**src/rtl/rxq_pkg.sv**
```systemverilog
package rxq_pkg;

  // Strobes from the frame controller to the datapath
  typedef struct packed {
    logic frameStart; // start edge accepted: clear the assembly registers
    logic dataBit;    // store bitVal at the data index
    logic parBit;     // compare bitVal against the running parity
    logic push;       // stop bit decided: bitVal is the stop level
    logic flush;      // receiver disabled
    logic bitVal;     // majority-voted bit value
    logic parOdd;     // parity sense captured at frame start
  } rxStrobe_t;

  typedef enum logic [2:0] {
    ST_IDLE,
    ST_START,
    ST_DATA,
    ST_PAR,
    ST_STOP
  } rxState_e;

endpackage

```
**src/rtl/rxq_ctrl.sv**
```systemverilog
module rxq_ctrl
  import rxq_pkg::*;
#(
  parameter int OSR      = 16,
  parameter int DATA_W   = 8,
  parameter int LEN_W    = 2,
  parameter int MIN_BITS = 5,
  localparam int CNT_W   = $clog2(OSR),
  localparam int IDX_W   = $clog2(DATA_W)
) (
  input  logic             clk,
  input  logic             rstN,
  input  logic             enable,
  input  logic             baudTick,
  input  logic             rxIn,
  input  logic             parEnCfg,
  input  logic             parOddCfg,
  input  logic [LEN_W-1:0] lenCfg,
  output rxStrobe_t        strb,
  output logic [IDX_W-1:0] bitIdx
);

  localparam int MID   = OSR / 2;
  localparam int S_LO  = MID - 1;
  localparam int S_HI  = MID + 1;

  rxState_e         state;
  logic [CNT_W-1:0] tickCnt;
  logic             lastRx;
  logic             sampA, sampB;
  logic [LEN_W-1:0] lenL;
  logic             parEnL, oddL;
  logic             vote, atVote, atEnd;
  logic [IDX_W-1:0] lastIdx;

  assign vote    = (sampA & sampB) | (sampA & rxIn) | (sampB & rxIn);
  assign atVote  = baudTick && (tickCnt == CNT_W'(S_HI));
  assign atEnd   = (tickCnt == CNT_W'(OSR - 1));
  assign lastIdx = IDX_W'(MIN_BITS - 1) + IDX_W'(lenL);

  always_comb begin
    strb            = '0;
    strb.bitVal     = vote;
    strb.parOdd     = oddL;
    strb.flush      = !enable;
    strb.frameStart = enable && (state == ST_IDLE) && baudTick && !rxIn && lastRx;
    strb.dataBit    = enable && (state == ST_DATA) && atVote;
    strb.parBit     = enable && (state == ST_PAR) && atVote;
    strb.push       = enable && (state == ST_STOP) && atVote;
  end

  always_ff @(posedge clk) begin
    if (!rstN) begin
      state   <= ST_IDLE;
      tickCnt <= '0;
      lastRx  <= 1'b1;
      sampA   <= 1'b1;
      sampB   <= 1'b1;
      bitIdx  <= '0;
      lenL    <= '0;
      parEnL  <= 1'b0;
      oddL    <= 1'b0;
    end else begin
      if (baudTick) lastRx <= rxIn;
      if (!enable) begin
        state <= ST_IDLE;
      end else if (baudTick) begin
        if (tickCnt == CNT_W'(S_LO)) sampA <= rxIn;
        if (tickCnt == CNT_W'(MID))  sampB <= rxIn;
        if (state != ST_IDLE) tickCnt <= atEnd ? '0 : tickCnt + CNT_W'(1);
        case (state)
          ST_IDLE: begin
            if (!rxIn && lastRx) begin
              state   <= ST_START;
              tickCnt <= CNT_W'(1);
              bitIdx  <= '0;
              lenL    <= lenCfg;
              parEnL  <= parEnCfg;
              oddL    <= parOddCfg;
            end
          end
          ST_START: begin
            if (atVote && vote) state <= ST_IDLE;
            else if (atEnd)     state <= ST_DATA;
          end
          ST_DATA: begin
            if (atEnd) begin
              if (bitIdx == lastIdx) state <= parEnL ? ST_PAR : ST_STOP;
              else                   bitIdx <= bitIdx + IDX_W'(1);
            end
          end
          ST_PAR: begin
            if (atEnd) state <= ST_STOP;
          end
          ST_STOP: begin
            if (atVote) state <= ST_IDLE;
          end
          default: state <= ST_IDLE;
        endcase
      end
    end
  end

endmodule

```
**src/rtl/rxq_datapath.sv**
```systemverilog
module rxq_datapath
  import rxq_pkg::*;
#(
  parameter int DATA_W = 8,
  parameter int DEPTH  = 2,
  localparam int IDX_W = $clog2(DATA_W),
  localparam int PTR_W = (DEPTH > 1) ? $clog2(DEPTH) : 1,
  localparam int CNT_W = $clog2(DEPTH + 1)
) (
  input  logic              clk,
  input  logic              rstN,
  input  rxStrobe_t         strb,
  input  logic [IDX_W-1:0]  bitIdx,
  input  logic              readStrobe,
  output logic [DATA_W-1:0] dataOut,
  output logic              rxReady,
  output logic              parityErr,
  output logic              frameErr,
  output logic              overrunFlag,
  output logic [CNT_W-1:0]  fillCount
);

  typedef struct packed {
    logic [DATA_W-1:0] data;
    logic              pErr;
    logic              fErr;
  } entry_t;

  entry_t [DEPTH-1:0] slots;
  logic [DATA_W-1:0]  asmData;
  logic               asmPerr;
  logic [PTR_W-1:0]   wrPtr, rdPtr;
  logic               full, pop, accept;
  entry_t             newEntry, headEntry;

  function automatic logic [PTR_W-1:0] nextPtr(input logic [PTR_W-1:0] p);
    return (p == PTR_W'(DEPTH - 1)) ? '0 : p + PTR_W'(1);
  endfunction

  assign full     = (fillCount == CNT_W'(DEPTH));
  assign pop      = readStrobe && rxReady && !strb.flush;
  assign accept   = strb.push && (!full || pop);
  assign newEntry = '{data: asmData, pErr: asmPerr, fErr: !strb.bitVal};
  assign headEntry = slots[rdPtr];

  assign rxReady   = (fillCount != '0);
  assign dataOut   = rxReady ? headEntry.data : '0;
  assign parityErr = rxReady && headEntry.pErr;
  assign frameErr  = rxReady && headEntry.fErr;

  // Character assembly
  always_ff @(posedge clk) begin
    if (!rstN || strb.frameStart) begin
      asmData <= '0;
      asmPerr <= 1'b0;
    end else begin
      if (strb.dataBit) asmData[bitIdx] <= strb.bitVal;
      if (strb.parBit)  asmPerr <= (^asmData) ^ strb.bitVal ^ strb.parOdd;
    end
  end

  // Queue storage
  always_ff @(posedge clk) begin
    for (int i = 0; i < DEPTH; i++) begin
      if (!rstN) slots[i] <= '0;
      else if (accept && (wrPtr == PTR_W'(i))) slots[i] <= newEntry;
    end
  end

  // Queue pointers and overrun
  always_ff @(posedge clk) begin
    if (!rstN || strb.flush) begin
      wrPtr       <= '0;
      rdPtr       <= '0;
      fillCount   <= '0;
      overrunFlag <= 1'b0;
    end else begin
      if (accept) wrPtr <= nextPtr(wrPtr);
      if (pop)    rdPtr <= nextPtr(rdPtr);
      if (accept && !pop)      fillCount <= fillCount + CNT_W'(1);
      else if (pop && !accept) fillCount <= fillCount - CNT_W'(1);
      if (strb.push && !accept) overrunFlag <= 1'b1;
      else if (pop)             overrunFlag <= 1'b0;
    end
  end

endmodule

```
**src/rtl/serial_rx_fifo.sv**
```systemverilog
module serial_rx_fifo
  import rxq_pkg::*;
#(
  parameter int OSR         = 16,
  parameter int DATA_W      = 8,
  parameter int DEPTH       = 2,
  parameter int LEN_W       = 2,
  parameter int MIN_BITS    = 5,
  parameter int SYNC_STAGES = 2,
  localparam int IDX_W      = $clog2(DATA_W),
  localparam int CNT_W      = $clog2(DEPTH + 1)
) (
  input  logic              clk,
  input  logic              rstN,
  input  logic              enable,
  input  logic              baudTick,
  input  logic              rxLine,
  input  logic              parEnable,
  input  logic              parOdd,
  input  logic [LEN_W-1:0]  lenSel,
  input  logic              readStrobe,
  output logic [DATA_W-1:0] dataOut,
  output logic              rxReady,
  output logic              parityErr,
  output logic              frameErr,
  output logic              overrunFlag
);

  logic             rxSync;
  rxStrobe_t        strb;
  logic [IDX_W-1:0] bitIdx;
  logic [CNT_W-1:0] fillCount;
  logic             framePush;

  generate
    if (SYNC_STAGES == 0) begin : g_nosync
      assign rxSync = rxLine;
    end else begin : g_sync
      logic [SYNC_STAGES-1:0] syncQ;
      always_ff @(posedge clk) begin
        if (!rstN) syncQ <= '1;
        else       syncQ <= {syncQ[SYNC_STAGES-2:0], rxLine};
      end
      assign rxSync = syncQ[SYNC_STAGES-1];
    end
  endgenerate

  assign framePush = strb.push;

  rxq_ctrl #(
    .OSR(OSR), .DATA_W(DATA_W), .LEN_W(LEN_W), .MIN_BITS(MIN_BITS)
  ) u_ctrl (
    .clk(clk), .rstN(rstN), .enable(enable), .baudTick(baudTick),
    .rxIn(rxSync), .parEnCfg(parEnable), .parOddCfg(parOdd),
    .lenCfg(lenSel), .strb(strb), .bitIdx(bitIdx)
  );

  rxq_datapath #(
    .DATA_W(DATA_W), .DEPTH(DEPTH)
  ) u_dp (
    .clk(clk), .rstN(rstN), .strb(strb), .bitIdx(bitIdx),
    .readStrobe(readStrobe), .dataOut(dataOut), .rxReady(rxReady),
    .parityErr(parityErr), .frameErr(frameErr),
    .overrunFlag(overrunFlag), .fillCount(fillCount)
  );

endmodule

```
**config.mk**
```make
export PLATFORM = sky130hd
export DESIGN_NAME = serial_rx_fifo
export DESIGN_NICKNAME = d
export VERILOG_FILES = /design/src/rtl/rxq_pkg.sv /design/src/rtl/rxq_ctrl.sv /design/src/rtl/rxq_datapath.sv /design/src/rtl/serial_rx_fifo.sv
export SDC_FILE = /design/constraint.sdc
export NUM_CORES = 1
export LEC_CHECK = 0
export BUFFER_PORTS_ARGS = -buffer_cell sky130_fd_sc_hd__buf_2
export CORE_ASPECT_RATIO = 0.7
export CORE_MARGIN = 3
export CORE_UTILIZATION = 59
export CTS_CLUSTER_SIZE = 10
export DETAILED_ROUTE_END_ITERATION = 7
export GPL_TIMING_DRIVEN = 0
export PLACE_DENSITY_LB_ADDON = 0.15
export SYNTH_ARGS = -nofsm -noshare
export SYNTH_HDL_FRONTEND = slang
export SYNTH_SLANG_ARGS = --single-unit
```
**constraint.sdc**
```tcl
create_clock -name clk -period 3.04 [get_ports clk]
set_input_delay 0.304 -clock clk [delete_from_list [all_inputs] [get_ports clk]]
set_output_delay 0.304 -clock clk [all_outputs]
set_load 0.02 [all_outputs]
```
==> qor.csv <==
stage;metric;value;unit
die;design.core.area;0.004136;mm²
setup_path;critical_path_arrival;2.93;ns
setup_path;critical_path.startpoint_type;register;
clock_network;cts_tree;yes;
detailed_routing;detailedRoute.firstIterationViolations;194;
clock_network;clock_tree.htree_level_count;2;
synthesis;asyncSetResetFlopFracSynth;0;
sta;fin_setup_tns;0;ns
detailed_routing;wl_per_cell;14.71;µm
global_route;aggregate_global_routing_overflow;0;
sta;tightestPinTransition;0.8003;ns
detailed_routing;route.vias.total;2281;
placed_design;buffer_ports.inserted;21;
synthesis;postSynthRegisterBits;53;
detailed_routing;first_pass_iters;4;
clock_network;cts.reportedPaths.clkPinSlew;0.10;ns
sta;timing.clock.skew;0.009640;ns
sta;unrepaired_setup_endpoints_after_global_routing;no;
power;max-vdd-ir-drop;0.0003813;V
sta;report.final.slew_viol_count;0;
placed_design;post-dp-hpwl;4.205;mm
synthesis;cell_area_after_technology_mapping;0.002683;mm²
sta;slew-limit-headroom;0.4633;
hold_path;worstHoldPathType;input pin to register;
cells_and_area;fraction_of_layout_instances_using_a_drive_strength_above_1;0.1275;
power;power_leakage;1.050;nW
setup_path;cp-end-kind;register;
clock_network;tritoncts.num_buffers;5;
power;p_per_area;440.6;mW/mm²
global_route;gr-usage-all-layers;0.2282;
sta;layout_worst_path_cycle_share;0.8843;
cells_and_area;layout.cells.most_common;sky130_fd_sc_hd__nand2_1;
clock_network;clockBufferDepth;2;
detailed_routing;drc;0;
synthesis;yosys_warnings;0;
sta;final_hold_viol_count;0;
global_route;antenna_found_initial;0;
synthesis;post_synth_main_area_contributors;sky130_fd_sc_hd__dfxtp_1, sky130_fd_sc_hd__mux2i_1, sky130_fd_sc_hd__nand2_1;
detailed_routing;detail-route-antenna-nets;0;
run_status;outcome;finished, final reports clean;
detailed_routing;wirelength;5.839;mm
setup_path;rrSetupSlack;0.35;ns
die;num_rows;19;
setup_path;crit_path_max_fanout;10;
sta;finalWorstPathRequiredPeriod;2.688;ns
synthesis;yosys.area.top_type;sky130_fd_sc_hd__dfxtp_1;
synthesis;ys_seq_area_frac;0.3955;
die;die-area;0.005405;mm²
cells_and_area;most-common-layout-cells;sky130_fd_sc_hd__nand2_1, sky130_fd_sc_hd__dfxtp_1, sky130_fd_sc_hd__nor2_1, sky130_fd_sc_hd__buf_2, sky130_fd_sc_hd__mux2i_1;
synthesis;synth_enable_flop_cells;0;
clock_network;tritoncts_sink_count;53;
clock_network;cts_root_buffer;sky130_fd_sc_hd__clkbuf_8;
die;die-height;62.42;µm
global_route;grt_first_pass_wirelength;9.777;mm
synthesis;synth-main-ff-cell;sky130_fd_sc_hd__dfxtp_1;
cells_and_area;final_nets;359;
synthesis;synth_top_area_share;0.3955;
placed_design;place.gp.congestion;0.8565;
clock_network;clk_latency;0.32;ns
die;io-pin-count;22;
setup_path;worstPathRequired;3.28;ns
synthesis;ys_types;51;
sta;setup_viol;0;
sta;clock.fmax;372.0;MHz
setup_path;critPathKind;register to register;
detailed_routing;route.detailed.vias_per_inst;5.746;
clock_network;cts_post_setup_buffers_inserted;0;
die;die_width;86.60;µm
synthesis;syn-instance-count;316;
cells_and_area;final.fill_count;351;
cells_and_area;synth_to_final_area_change;11.47;%
die;initial_core_util;0.6485;
flow_run;drv.max_cap_violation_count;0;
synthesis;synth_area_per_cell;8.489;µm²
placed_design;post_dp_cell_area;0.002853;mm²
synthesis;mappedNetlistNets;331;
cells_and_area;antennaDiodeCount;0;
clock_network;cts.hold.buffers_added;0;
global_route;maximum_number_of_pins_on_one_net_before_global_route_repair;18;
global_route;grt_pass1_vias;2041;
cells_and_area;layout.cell_area.non_filler;0.002990;mm²
clock_network;cts.repair.resized;0;
-- logic make-up after synthesis --
logic type	share of synthesized area
flops	0.3955
buf+inv	0.03545
mux	0.08256
simple gates	0.2612
xor+xnor	0.05410
compound gates	0.1441
fa+ha+maj	0.02705
-- layer usage --
layer  wire length (µm)  part of all wire  vias to the layer above  global-route usage
li1                   -                 -                     1150                   -
met1               3083              0.53                     1066              0.3450
met2               2301              0.39                       58              0.3206
met3                394             0.067                        7             0.05270
met4                 61             0.010                        0             0.06420
met5                  0                 0                        -                   0
-- cells in the mapped netlist, types with 3 or more instances --
| cell type | number |
|---|---|
| sky130_fd_sc_hd__nand2_1 | 54 |
| sky130_fd_sc_hd__dfxtp_1 | 53 |
| sky130_fd_sc_hd__nor2_1 | 30 |
| sky130_fd_sc_hd__mux2i_1 | 21 |
| sky130_fd_sc_hd__nand3_1 | 20 |
| sky130_fd_sc_hd__a21boi_0 | 15 |
| sky130_fd_sc_hd__o21ai_0 | 11 |
| sky130_fd_sc_hd__xnor2_1 | 11 |
| sky130_fd_sc_hd__clkbuf_1 | 10 |
| sky130_fd_sc_hd__inv_1 | 10 |
| sky130_fd_sc_hd__a21boi_1 | 9 |
| sky130_fd_sc_hd__a21oi_1 | 9 |
| sky130_fd_sc_hd__nand2b_1 | 6 |
| sky130_fd_sc_hd__nor3_1 | 6 |
| sky130_fd_sc_hd__ha_1 | 5 |
| sky130_fd_sc_hd__nand3b_1 | 3 |
| sky130_fd_sc_hd__xor2_1 | 3 |
-- through the flow --
step,std cells,power (mW),utilization,hold WS [ns],worst slack (ns)
4_1_cts,397,1.329,0.7229,0.1562,0.3379
5_1_grt,397,1.362,0.7229,0.1573,0.1770
6_report,397,1.318,0.7229,0.1738,0.3517
3_3_place_gp,389,0.7548,0.6897,0.3887,0.4044
2_1_floorplan,316,0.7378,-,0.3770,0.6305
3_5_place_dp,389,0.7553,0.6897,0.3964,0.3714
-- critical path: stages (launching register included) --
cell and delay [ns]:
sky130_fd_sc_hd__dfxtp_1 0.42, sky130_fd_sc_hd__ha_1 0.24, sky130_fd_sc_hd__or3b_4 0.42, sky130_fd_sc_hd__or2_4 0.26, sky130_fd_sc_hd__nor3_1 0.21, sky130_fd_sc_hd__buf_2 0.27
sky130_fd_sc_hd__ha_1 0.31, sky130_fd_sc_hd__or3_1 0.35, sky130_fd_sc_hd__a21oi_1 0.14
-- area by class of cell --
type | instances | area (µm²) | share of cell area
repair buffers | 21 | 105.1 | 0.03515
flip-flops and latches | 53 | 1061 | 0.3548
plain buffers | 13 | 57.56 | 0.01925
well taps | 52 | 65.06 | 0.02176
clock buffers | 5 | 68.82 | 0.02301
multi-input cells | 240 | 1526 | 0.5105
clock inverters | 3 | 68.82 | 0.02301
inverters | 10 | 37.54 | 0.01255
-- final timing paths --
path | from | end | cells past startpoint
worst max-delay path | u_ctrl.tickCnt[0] | u_dp.fillCount[1] | 8
worst min-delay path | rxLine | g_sync.syncQ[0] | 2
worst max register to register | u_ctrl.tickCnt[0] | u_dp.fillCount[1] | 8
worst min register to register | g_sync.syncQ[0] | g_sync.syncQ[1] | 1
-- sequential cells by signal, summed over array words and instances (netlist names) --
| signal | flops |
|---|---|
| u_ctrl.oddL | 1 |
| u_ctrl.lenL | 2 |
| u_dp.slots | 20 |
| u_ctrl.bitIdx | 3 |
| u_ctrl.lastRx | 1 |
| u_ctrl.state | 3 |
| u_dp.asmData | 8 |
| u_dp.wrPtr | 1 |
| u_dp.rdPtr | 1 |
| u_ctrl.sampA | 1 |
| u_dp.overrunFlag | 1 |
| u_ctrl.tickCnt | 4 |
| u_dp.asmPerr | 1 |
| u_ctrl.sampB | 1 |
| g_sync.syncQ | 2 |
| u_ctrl.parEnL | 1 |
| u_dp.fillCount | 2 |
-- where the power goes --
group	leakage (nW)	internal (mW)	switching [mW]
Combinational	0.553	0.0161	0.0243
Sequential	0.427	0.697	0.00296
Clock	0.0687	0.332	0.246
Total	1.05	1.04	0.273
Note: power is estimated with default switching activity, not from simulation.
